### src/rtl/wt_pkg.sv
package wt_pkg;
  localparam int WT_PW = 15;
  localparam int WT_CW = 11;

  typedef enum logic [1:0] {
    A_LOAD  = 2'd0,
    A_VALUE = 2'd1,
    A_CLEAR = 2'd2,
    A_CTRL  = 2'd3
  } wt_addr_e;

  typedef struct packed {
    logic [1:0] src;
    logic       periodic;
    logic       enable;
    logic       up;
    logic [1:0] fmt;
    logic [3:0] pre;
  } wt_ctl_t;

  function automatic logic [WT_PW-1:0] ratio_last(input logic [3:0] pre);
    case (pre)
      4'b0100: ratio_last = WT_PW'(15);
      4'b1000: ratio_last = WT_PW'(255);
      4'b1111: ratio_last = WT_PW'(32767);
      default: ratio_last = '0;
    endcase
  endfunction
endpackage

### src/rtl/wt_regs.sv
module wt_regs #(
  parameter int DW = 32
) (
  input  logic            clk,
  input  logic            rst_n,
  input  logic            wr_en,
  input  logic [1:0]      addr,
  input  logic [DW-1:0]   wdata,
  input  logic [DW-1:0]   cnt,
  output logic [DW-1:0]   load_q,
  output wt_pkg::wt_ctl_t ctl_q,
  output logic            clr,
  output logic [DW-1:0]   rdata
);
  import wt_pkg::*;
  localparam int PADW = DW - WT_CW;

  logic [DW-1:0] load_d;
  wt_ctl_t       ctl_d;
  logic          load_we, ctl_we;

  always_comb begin
    load_we = wr_en && (addr == A_LOAD);
    ctl_we  = wr_en && (addr == A_CTRL);
    clr     = wr_en && (addr == A_CLEAR);
    load_d  = load_we ? wdata : load_q;
    ctl_d   = ctl_we ? wt_ctl_t'(wdata[WT_CW-1:0]) : ctl_q;
  end

  always_ff @(posedge clk or negedge rst_n) begin
    if (!rst_n) begin
      load_q <= '0;
      ctl_q  <= '0;
    end else begin
      load_q <= load_d;
      ctl_q  <= ctl_d;
    end
  end

  always_comb begin
    case (addr)
      A_LOAD:  rdata = load_q;
      A_VALUE: rdata = cnt;
      A_CTRL:  rdata = {{PADW{1'b0}}, ctl_q};
      default: rdata = '0;
    endcase
  end

  p_value_ro_r9: assert property (@(posedge clk) disable iff (!rst_n)
    (wr_en && addr == A_VALUE) |=> ($stable(load_q) && $stable(ctl_q)));
endmodule

### src/rtl/wt_prescale.sv
module wt_prescale #(
  parameter int NSRC = 4
) (
  input  logic            clk,
  input  logic            rst_n,
  input  logic [NSRC-1:0] tick_src,
  input  wt_pkg::wt_ctl_t ctl,
  input  logic            clr,
  output logic            step
);
  import wt_pkg::*;
  localparam int SW = $clog2(NSRC);

  logic [NSRC-1:0]  hit;
  logic             tick, at_last;
  logic [WT_PW-1:0] last, pcnt_q, pcnt_d;

  for (genvar i = 0; i < NSRC; i++) begin : g_src
    assign hit[i] = tick_src[i] && (ctl.src == SW'(i));
  end

  always_comb begin
    tick    = |hit;
    last    = ratio_last(ctl.pre);
    at_last = (pcnt_q >= last);
    step    = ctl.enable && tick && at_last;
    pcnt_d  = pcnt_q;
    if (clr || !ctl.enable) pcnt_d = '0;
    else if (tick)          pcnt_d = at_last ? '0 : pcnt_q + 1'b1;
  end

  always_ff @(posedge clk or negedge rst_n) begin
    if (!rst_n) pcnt_q <= '0;
    else        pcnt_q <= pcnt_d;
  end
endmodule

### src/rtl/wt_core.sv
module wt_core #(
  parameter int DW = 32
) (
  input  logic            clk,
  input  logic            rst_n,
  input  logic            step,
  input  logic            clr,
  input  wt_pkg::wt_ctl_t ctl,
  input  logic [DW-1:0]   load_q,
  input  logic            cap_req,
  input  logic            irq_en,
  output logic [DW-1:0]   cnt_q,
  output logic            irq_q,
  output logic [DW-1:0]   cap_q
);
  localparam logic [DW-1:0] CMAX = '1;

  logic [DW-1:0] cnt_d, cap_d;
  logic          irq_d, wrap, cap_en;

  always_comb begin
    wrap   = step && (ctl.up ? (cnt_q == CMAX) : (cnt_q == '0));
    cap_en = cap_req && irq_en;
    cnt_d  = cnt_q;
    if (clr) cnt_d = load_q;
    else if (wrap) cnt_d = ctl.periodic ? load_q : (ctl.up ? '0 : CMAX);
    else if (step) cnt_d = ctl.up ? cnt_q + 1'b1 : cnt_q - 1'b1;
    irq_d = clr ? 1'b0 : (wrap ? 1'b1 : irq_q);
    cap_d = cap_en ? cnt_q : cap_q;
  end

  always_ff @(posedge clk or negedge rst_n) begin
    if (!rst_n) begin
      cnt_q <= '0;
      irq_q <= 1'b0;
      cap_q <= '0;
    end else begin
      cnt_q <= cnt_d;
      irq_q <= irq_d;
      cap_q <= cap_d;
    end
  end

  p_clear_reload_r6: assert property (@(posedge clk) disable iff (!rst_n)
    clr |=> (cnt_q == $past(load_q)) && !irq_q);
  p_hold_idle_r4: assert property (@(posedge clk) disable iff (!rst_n)
    (!step && !clr) |=> $stable(cnt_q));
  p_down_step_r1: assert property (@(posedge clk) disable iff (!rst_n)
    (step && !clr && !ctl.up && cnt_q != '0) |=> cnt_q == $past(cnt_q) - 1'b1);
  p_irq_sticky_r7: assert property (@(posedge clk) disable iff (!rst_n)
    (irq_q && !clr) |=> irq_q);
  p_irq_cause_r7: assert property (@(posedge clk) disable iff (!rst_n)
    $rose(irq_q) |-> $past(step));
  p_capture_gate_r8: assert property (@(posedge clk) disable iff (!rst_n)
    !(cap_req && irq_en) |=> $stable(cap_q));
endmodule

### src/rtl/wake_timer.sv
module wake_timer #(
  parameter int DW   = 32,
  parameter int NSRC = 4
) (
  input  logic            clk,
  input  logic            rst_n,
  input  logic [NSRC-1:0] tick_src,
  input  logic            wr_en,
  input  logic [1:0]      addr,
  input  logic [DW-1:0]   wdata,
  output logic [DW-1:0]   rdata,
  input  logic            irq_en,
  input  logic            cap_req,
  output logic [DW-1:0]   cap_val,
  output logic            irq,
  output logic [1:0]      fmt_sel
);
  wt_pkg::wt_ctl_t ctl;
  logic [DW-1:0]   load_q, cnt;
  logic            clr, step;

  wt_regs #(.DW(DW)) u_regs (
    .clk(clk), .rst_n(rst_n), .wr_en(wr_en), .addr(addr), .wdata(wdata),
    .cnt(cnt), .load_q(load_q), .ctl_q(ctl), .clr(clr), .rdata(rdata));

  wt_prescale #(.NSRC(NSRC)) u_pre (
    .clk(clk), .rst_n(rst_n), .tick_src(tick_src), .ctl(ctl), .clr(clr),
    .step(step));

  wt_core #(.DW(DW)) u_core (
    .clk(clk), .rst_n(rst_n), .step(step), .clr(clr), .ctl(ctl),
    .load_q(load_q), .cap_req(cap_req), .irq_en(irq_en), .cnt_q(cnt),
    .irq_q(irq), .cap_q(cap_val));

  assign fmt_sel = ctl.fmt;
endmodule

### config.mk
export PLATFORM = sky130hd
export DESIGN_NAME = wake_timer
export DESIGN_NICKNAME = d
export VERILOG_FILES = /design/src/rtl/wt_pkg.sv /design/src/rtl/wt_regs.sv /design/src/rtl/wt_prescale.sv /design/src/rtl/wt_core.sv /design/src/rtl/wake_timer.sv
export SDC_FILE = /design/constraint.sdc
export NUM_CORES = 1
export LEC_CHECK = 0
export CAP_MARGIN = 25
export CELL_PAD_IN_SITES_DETAIL_PLACEMENT = 1
export CELL_PAD_IN_SITES_GLOBAL_PLACEMENT = 2
export CORE_MARGIN = 1.5
export CORE_UTILIZATION = 34
export CTS_CLUSTER_SIZE = 14
export DETAILED_ROUTE_END_ITERATION = 8
export DONT_BUFFER_PORTS = 1
export PLACE_DENSITY_LB_ADDON = 0.1
export SYNTH_ARGS = -nofsm -noshare
export SYNTH_HDL_FRONTEND = slang
export SYNTH_HIERARCHICAL = 1
export SYNTH_SLANG_ARGS = --single-unit
### constraint.sdc
create_clock -name clk -period 4.3 [get_ports clk]
set_input_delay 0.215 -clock clk [delete_from_list [all_inputs] [get_ports clk]]
set_output_delay 0.215 -clock clk [all_outputs]
set_load 0.01 [all_outputs]
==> out/qor.yml <==
drt:
  vias: 7128
  final_antenna_net_count: 0
  drt-initial-drc-count: 387
  drt_wl_total_um: 28900
  via_per_inst: 5.84
  route.detailed.drc: 0
  first_pass_iters: 5
  drt-wirelength-per-cell_um: 23.7
clock_network:
  clkLatencyLatePin_ns: 0.44
  clkTransAtPathRegs_ns: 0.06
  clkSinkCount: 123
  cts.repair.resized: 0
  cts_buffer_depth: 2
  cts-root-buf: "clkbuf_16"
  cts_tree: "yes"
  postCtsHoldBufs: 34
  ctsHtreeMaxLevel: 4
  cts-buffers-inserted: 17
  cts_setup_buffers: 0
worst_hold_path:
  hp-class: "primary input to flop"
  hold_path_depth: 2
synth:
  synthFlopType: "dfrtp_1"
  ys_async_sr_fraction_pct: 100
  synth_area_um2: 8400
  ys_types: 74
  yosys_register_bits: 123
  synth.avg_cell_area_um2: 9.72
  netlist_instances: 864
  synth_edf_count: 0
  yosysSeqAreaShare_pct: 36.7
  synth.net_count: 954
  yosysWarnings: 6
worst_setup_path:
  crit_fanout: 21
  crit_type: "flop to flop"
  r2r_cells: 15
  worstPathRequired_ns: 4.60
  slowest_delay_ns: 0.47
  cp_cell_sequence: "nand4_1, o31ai_1, inv_1, ha_1, a21oi_1, o21ai_1, a21oi_1, o21ai_2, and3_1, clkinv_1, a21oi_4, buf_4, nand2_1, nand2_1, a221o_1"
  arrival_ns: 4.19
  critPathCaptureType: "flop"
  cp_top_family: "compound AO/OA/AOI/OAI gates"
  crit_cells: 15
  crit_buf_inv: 3
  critPathSlowestCell: "dfrtp_1"
  start_kind: "flop"
timing:
  hold_viol_final: 0
  clock_skew_ns: 0.0130
  timing_worst_slew_pin_value_ns: 1.00
  rsz0062_at_grt: "no"
  slew_viol_final: 0
  finalCritPeriodShare_pct: 90.3
  fmax_ghz: 0.258
  min_period_ns: 3.88
  relSlewSlack_pct: 33.1
  setup-violations-final: 0
  fin_ws_ns: 0.418
  tns_ns: 0
floorplan:
  die_h_um: 160
  die_w_um: 160
  die_area_um2: 25700
  rows: 57
  core_area_um2: 24200
  initial_utilization_pct: 34.6
  io_pins: 110
place:
  hpwlAfterDp_um: 20300
  gp_congestion: 0.907
  dp_worst_setup_slack_ns: 0.450
  dpl_cell_area_um2: 8680
  portBuffers: 0
cells_and_area:
  mostFrequentLayoutCells: "dfrtp_1, nand2_1, a21oi_1"
  layout-drive-gt1-share_pct: 16.6
  final_area_um2: 9610
  post-route-util_pct: 39.6
  mostFrequentLayoutCell: "dfrtp_1"
  fin_nets: 974
  area_growth_pct: 14.5
  num_antenna_cells: 0
global_route:
  grt_pass1_vias: 7585
  grt-ovfl-total: 0
  antenna_found_initial: 0
  grt_pass1_wl_um: 45400
  grt_max_degree: 124
  grt_usage_pct: 23.1
pwr:
  leakage_nw: 4.03
  max-vdd-ir-drop_mv: 0.251
  power_density_nw_per_um2: 707
  power.total_mw: 6.80
run_status:
  status: "finished clean"
flow_run:
  drv_cap: 0
## synthesized netlist by cell type, types with 13 or more instances
master	n	area, µm²
dfrtp_1	123	3080
xnor2_1	27	236
nand3_1	17	85.1
mux2_2	71	800
nand2_1	84	315
a21oi_1	81	405
clkbuf_1	27	101
ha_1	46	576
a21o_1	13	97.6
o21ai_0	28	140
nand4_1	16	100
nor2_1	61	229
mux2i_1	34	340
a221o_1	13	130
o2bb2ai_1	13	114
nor3_1	14	70.1
## state kept, by name (all words and copies together), names as in the netlist
| register | flops |
|---|---|
| u_core/irq_q | 1 |
| u_pre/pcnt_q | 15 |
| u_regs/load_q | 32 |
| u_regs/ctl_q | 11 |
| u_core/cnt_q | 32 |
| u_core/cap_q | 32 |
## metrics by stage
step                std cells  hold WS (ns)
floorplan                 864       -0.0806
global placement         1154       -0.0759
detailed placement       1155       -0.0760
CTS                      1221         0.120
global route             1221         0.138
finish                   1221         0.138
## path summary, 6_finish.rpt
path	from	end	slack [ns]
min	addr[1]	u_regs/load_q[29]	0.14
max in group asynchronous	rst_n	u_core/cap_q[13]	3.37
min reg2reg	u_regs/load_q[31]	u_core/cnt_q[31]	0.53
max	u_regs/ctl_q[2]	u_core/cnt_q[28]	0.42
max reg2reg	u_regs/ctl_q[2]	u_core/cnt_q[28]	0.42
min in group asynchronous	rst_n	u_pre/pcnt_q[10]	0.36
## cell families (layout without fill, tap and decap cells)
family | count (synthesis) | count (layout) | synth area share (%)
AOI/OAI and AO/OA | 239 | 239 | 19.9
muxes | 108 | 108 | 14.1
buffers and inverters | 59 | 92 | 3.40
xor gates and xnor gates | 39 | 39 | 4.07
adders and majority gates | 47 | 47 | 7.09
and+or+nand+nor | 249 | 249 | 14.8
DFF | 123 | 123 | 36.7
## per-layer routing
metal	routed length [µm]	GRT usage [%]	up-vias
met5	0	0	-
met4	450	6.50	0
met3	908	3.87	26
met2	14000	38.5	148
li1	-	-	3294
met1	13500	30.8	3660
## power breakdown
| group | total [mW] | switching, mW | internal [mW] |
|---|---|---|---|
| logic | 3.20 | 1.87 | 1.32 |
| clock network | 1.46 | 0.640 | 0.819 |
| registers | 2.14 | 0.616 | 1.52 |
| total | 6.80 | 3.13 | 3.67 |
## final cells by class
cell class / instances / area (µm²)
Clock inverter: 15 / 155
Multi-Input combinational cell: 682 / 5040
Fill cell: 2758 / 14600
Timing Repair Buffer: 48 / 467
Sequential cell: 123 / 3080
Tap cell: 324 / 405
Inverter: 12 / 45.0
Clock buffer: 17 / 425
Note: power is estimated with default switching activity, not from simulation.
